[src/rtl/bound_reloc_pkg.sv]
package bound_reloc_pkg;
  localparam int ADDR_W = 32;
  localparam int DATA_W = 32;

  typedef struct packed {
    logic loadBase;
    logic loadLimit;
    logic passAddr;
    logic relocAddr;
    logic setProt;
    logic setPriv;
  } ctrlStrobes_t;
endpackage

[src/rtl/bound_reloc_ctrl.sv]
module bound_reloc_ctrl
  import bound_reloc_pkg::*;
(
  input  logic         clk,
  input  logic         rstN,
  input  logic         kernelMode,
  input  logic         regWrEn,
  input  logic         regSel,
  input  logic         memReq,
  input  logic         inBounds,
  input  logic         sumCarry,
  output ctrlStrobes_t strobes,
  output logic         protFault,
  output logic         privFault
);
  logic userOk;

  assign userOk = inBounds && !sumCarry;

  always_comb begin
    strobes           = '0;
    strobes.loadBase  = regWrEn && kernelMode && !regSel;
    strobes.loadLimit = regWrEn && kernelMode && regSel;
    strobes.setPriv   = regWrEn && !kernelMode;
    if (memReq) begin
      if (kernelMode)  strobes.passAddr  = 1'b1;
      else if (userOk) strobes.relocAddr = 1'b1;
      else             strobes.setProt   = 1'b1;
    end
  end

  always_ff @(posedge clk) begin
    if (!rstN) begin
      protFault <= 1'b0;
      privFault <= 1'b0;
    end else begin
      protFault <= strobes.setProt;
      privFault <= strobes.setPriv;
    end
  end
endmodule

[src/rtl/bound_reloc_dp.sv]
module bound_reloc_dp
  import bound_reloc_pkg::*;
#(
  parameter int AW = ADDR_W,
  parameter int DW = DATA_W
) (
  input  logic          clk,
  input  logic          rstN,
  input  ctrlStrobes_t  strobes,
  input  logic [AW-1:0] regWrData,
  input  logic          memWrite,
  input  logic [AW-1:0] progAddr,
  input  logic [DW-1:0] wrData,
  output logic          inBounds,
  output logic          sumCarry,
  output logic          memValid,
  output logic          memRw,
  output logic [AW-1:0] physAddr,
  output logic [DW-1:0] memWrData
);
  logic [AW-1:0] baseQ;
  logic [AW-1:0] limitQ;
  logic [AW-1:0] relocSum;
  logic [AW-1:0] nextAddr;
  logic          issue;

  assign inBounds             = progAddr < limitQ;
  assign {sumCarry, relocSum} = {1'b0, baseQ} + {1'b0, progAddr};
  assign issue                = strobes.passAddr || strobes.relocAddr;
  assign nextAddr             = strobes.relocAddr ? relocSum :
                                strobes.passAddr  ? progAddr : '0;

  always_ff @(posedge clk) begin
    if (!rstN) begin
      baseQ  <= '0;
      limitQ <= '0;
    end else begin
      if (strobes.loadBase)  baseQ  <= regWrData;
      if (strobes.loadLimit) limitQ <= regWrData;
    end
  end

  always_ff @(posedge clk) begin
    if (!rstN) begin
      memValid  <= 1'b0;
      memRw     <= 1'b0;
      physAddr  <= '0;
      memWrData <= '0;
    end else begin
      memValid  <= issue;
      memRw     <= issue && memWrite;
      physAddr  <= nextAddr;
      memWrData <= issue ? wrData : '0;
    end
  end
endmodule

[src/rtl/bound_reloc.sv]
module bound_reloc
  import bound_reloc_pkg::*;
(
  input  logic              clk,
  input  logic              rstN,
  input  logic              kernelMode,
  input  logic              regWrEn,
  input  logic              regSel,
  input  logic [ADDR_W-1:0] regWrData,
  input  logic              memReq,
  input  logic              memWrite,
  input  logic [ADDR_W-1:0] progAddr,
  input  logic [DATA_W-1:0] wrData,
  output logic              memValid,
  output logic              memRw,
  output logic [ADDR_W-1:0] physAddr,
  output logic [DATA_W-1:0] memWrData,
  output logic              protFault,
  output logic              privFault
);
  ctrlStrobes_t strobes;
  logic         inBounds;
  logic         sumCarry;

  bound_reloc_ctrl u_ctrl (
    .clk(clk), .rstN(rstN), .kernelMode(kernelMode), .regWrEn(regWrEn),
    .regSel(regSel), .memReq(memReq), .inBounds(inBounds),
    .sumCarry(sumCarry), .strobes(strobes), .protFault(protFault),
    .privFault(privFault)
  );

  bound_reloc_dp #(.AW(ADDR_W), .DW(DATA_W)) u_dp (
    .clk(clk), .rstN(rstN), .strobes(strobes), .regWrData(regWrData),
    .memWrite(memWrite), .progAddr(progAddr), .wrData(wrData),
    .inBounds(inBounds), .sumCarry(sumCarry), .memValid(memValid),
    .memRw(memRw), .physAddr(physAddr), .memWrData(memWrData)
  );
endmodule

[config.mk]
export PLATFORM = sky130hd
export DESIGN_NAME = bound_reloc
export DESIGN_NICKNAME = d
export VERILOG_FILES = /design/src/rtl/bound_reloc_pkg.sv /design/src/rtl/bound_reloc_ctrl.sv /design/src/rtl/bound_reloc_dp.sv /design/src/rtl/bound_reloc.sv
export SDC_FILE = /design/constraint.sdc
export NUM_CORES = 1
export LEC_CHECK = 0
export ABC_AREA = 1
export CAP_MARGIN = 15
export CELL_PAD_IN_SITES_DETAIL_PLACEMENT = 1
export CELL_PAD_IN_SITES_GLOBAL_PLACEMENT = 1
export CORE_MARGIN = 3
export CORE_UTILIZATION = 30
export DETAILED_ROUTE_END_ITERATION = 8
export GPL_ROUTABILITY_DRIVEN = 0
export PLACE_DENSITY = 0.72
export RECOVER_POWER = 100
export SETUP_SLACK_MARGIN = 0.15
export SLEW_MARGIN = 20
export SYNTH_ARGS = -nofsm -noshare
export SYNTH_HDL_FRONTEND = slang
export SYNTH_SLANG_ARGS = --single-unit
[constraint.sdc]
create_clock -name clk -period 2.75 [get_ports clk]
set_input_delay 0.275 -clock clk [delete_from_list [all_inputs] [get_ports clk]]
set_output_delay 0.275 -clock clk [all_outputs]
set_load 0.02 [all_outputs]
==> impl_metrics.csv <==
group,metric,value,unit
routing,dr_total_vias,7641,
place,dp_hpwl,21.17,mm
global_route,use_met2,0.3121,
final_layout,drive_gt1_frac,0.08015,
routing,wl,26.34,mm
clock_network,path_clk_slew,0.06,ns
clock_network,cts_buffer_depth,2,
critical_path,cp_max_fo,10,
yosys,synth_area,7726,sq um
critical_path,startpoint_type,"primary input",
min_path,hold_class,"in2reg",
pwr,power.density,514.2,nW/um^2
clock_network,htree_levels,4,
clock_network,hold_buffers,0,
clock_network,post_cts_buffers,0,
floorplan,io_pins,171,
floorplan,row_count,58,
yosys,syn_nets,1286,
global_route,grtUsageTotal,0.1910,
floorplan,die_h,166.5,microns
final_layout,final_area,10440,sq um
routing,drc,0,
global_route,busiest_layer,"met2",
global_route,grt_pass1_wl,42.26,mm
run_status,outcome,"finished clean",
floorplan,fp.dieW,166.5,microns
yosys,synth_cell_type_count,29,
sta,period_share,0.8755,
place,io_buffers,170,
place,placed_cell_area,10030,sq um
pwr,power,5.367,mW
floorplan,dieArea,27720,sq um
yosys,synth_area_per_cell,6.905,sq um
final_layout,antennaDiodeCount,0,
routing,routed_via_density,4.589,
routing,first_pass_iters,4,
critical_path,worstPathRequired,3.05,ns
sta,setup_viol,0,
sta,period_needed,2.408,ns
floorplan,initial_utilization,0.3059,
routing,antenna_left,0,
yosys,ys_seq_elements,132,
routing,wl_per_cell,15.82,microns
min_path,min_to,"u_ctrl.privFault",
global_route,use_met3,0.04344,
clock_network,cts_tree,"built",
pwr,p_leak,5.122,nW
sta,max_freq,0.4153,GHz
place,place_ws,0.04610,ns
min_path,min_path_cells,3,
clock_network,cts_root_buf,"clkbuf_16",
sta,hold_violations,0,
final_layout,area_growth,35.09,%
sta,rsz0062_at_grt,"no",
clock_network,numCtsBuffers,17,
critical_path,rrSetupSlack,0.44,ns
pwr,vdd_drop_max,0.2659,mV
routing,first_iter_violations,268,
final_layout,nets,1490,
sta,tns,0,ns
sta,slew_viol_final,0,
critical_path,cp_data_arrival_time,2.71,ns
global_route,antenna_found_initial,0,
clock_network,clkLatencyLatePin,0.42,ns
yosys,seq_area_frac_synth,0.3420,
yosys,synth_warnings,0,
sta,finClkSkew,0.01099,ns
critical_path,regToRegEndpoint,"u_dp.memWrData[3]",
critical_path,end_kind,"flop",
sta,worstMarginPinSlew,1.432,ns
global_route,grt-ovfl-total,0,
min_path,worstHoldStart,"rstN",
job,maxCapViolCount,0,
critical_path,r2r_start,"u_dp.baseQ[11]",
clock_network,cts_resized,0,
sta,fin_ws,0.3424,ns
clock_network,cts_sinks,132,
global_route,use_met1,0.2557,
critical_path,rr_worst_depth,11,
global_route,grt_max_degree,65,
yosys,syn-instance-count,1119,
critical_path,critPathKind,"in2reg",
sta,relSlewSlack,0.04560,
global_route,grt_pass1_vias,7938,
floorplan,core,25250,sq um
==> stage by stage <==
step                        util  instances  hold slack [ns]
after global routing      0.4133       1665           0.1748
after floorplan                -       1119           0.3470
after detailed placement  0.3973       1634           0.4388
after global placement    0.3973       1634           0.4364
final                     0.4133       1665           0.1775
after CTS                 0.4193       1665           0.1623
==> where the power goes <==
group	internal (mW)	switching, mW
combinational	0.481	0.655
sequential	2.00	0.0369
clock	1.30	0.885
total	3.79	1.58
==> final cells by class <==
| class | count | area [sq um] |
|---|---|---|
| Clock buffer | 22 | 474.2 |
| Clock inverter | 9 | 80.08 |
| Fill cell | 3252 | 14820 |
| Inverter | 172 | 645.6 |
| Multi-Input combinational cell | 784 | 4126 |
| Sequential cell | 132 | 2643 |
| Tap cell | 330 | 412.9 |
| Timing Repair Buffer | 216 | 2056 |
==> metal layers <==
metal  vias up  part of all wire  wire, microns
li1       3888                 -              -
met1      3539              0.48          12610
met2       187              0.45          11780
met3        27             0.059           1561
met4         0             0.015            391
met5         -                 0              0
==> layout by cell type (no fill, tap or decap), types with 6 or more instances in the layout <==
master | Yosys | routed
dfxtp_1 | 132 | 132
buf_4 | 1 | 36
inv_1 | 171 | 170
nor2_1 | 248 | 264
nor3_1 | 11 | 11
clkdlybuf4s50_1 | 0 | 99
nor2_4 | 30 | 14
clkbuf_1 | 24 | 7
a21oi_2 | 6 | 6
dlygate4sd3_1 | 0 | 70
o21ai_0 | 86 | 86
nand3b_1 | 9 | 9
xnor2_1 | 18 | 18
ha_1 | 63 | 63
nand2_1 | 194 | 194
a21oi_1 | 74 | 74
clkbuf_16 | 0 | 17
nand2_2 | 6 | 6
nand3_1 | 18 | 18
==> Yosys cell counts (all sizes together) <==
master,count,area [sq um]
a21o,2,15.01
a21oi,80,422.9
a31oi,1,6.260
buf,7,101.4
clkbuf,24,90.09
dfxtp,132,2643
fa,1,20.02
ha,63,788.3
inv,172,645.6
nand2,203,808.3
nand3,18,90.09
nand3b,9,67.56
nand4,5,46.29
nor2,280,1281
nor3,13,75.07
o21ai,86,430.4
o21bai,5,37.54
xnor2,18,157.7
==> logic make-up after synthesis <==
family,synth area share
AO/OA/AOI/OAI,0.1181
XOR/XNOR,0.02040
adder cells (fa/ha/maj),0.1046
buffers and inverters,0.1083
flip-flops,0.3420
AND/OR/NAND/NOR,0.3066
==> worst max-delay path: stages <==
cell	delay, ns
dlygate4sd3_1	0.66
ha_1	0.41
inv_1	0.08
o21ai_0	0.25
nand2_1	0.08
nand2_1	0.06
a21oi_1	0.04
nand2_1	0.10
nor2_4	0.06
nand4_4	0.11
nand2_4	0.08
nand2_8	0.12
clkbuf_1	0.33
nor2_4	0.04
==> worst max-delay path by stage <==
stage	from	endpoint	slack [ns]	cells past startpoint
global route	progAddr[29]	u_dp.memWrData[3]	0.14	14
global placement	progAddr[5]	u_dp.physAddr[24]	0.04	14
floorplan	u_dp.baseQ[0]	u_dp.memWrData[10]	0.68	14
CTS	progAddr[29]	u_dp.physAddr[24]	0.49	14
finish	progAddr[29]	u_dp.memWrData[3]	0.34	14
detailed placement	progAddr[29]	u_dp.physAddr[24]	0.05	14
==> flip-flops by register name (all words and copies together) (netlist names) <==
signal / cells
u_dp.baseQ: 32
u_dp.limitQ: 32
u_dp.memWrData: 32
u_dp.physAddr: 32
u_ctrl.privFault: 1
u_ctrl.protFault: 1
u_dp.memRw: 1
u_dp.memValid: 1
Note: power is estimated with default switching activity, not from simulation.
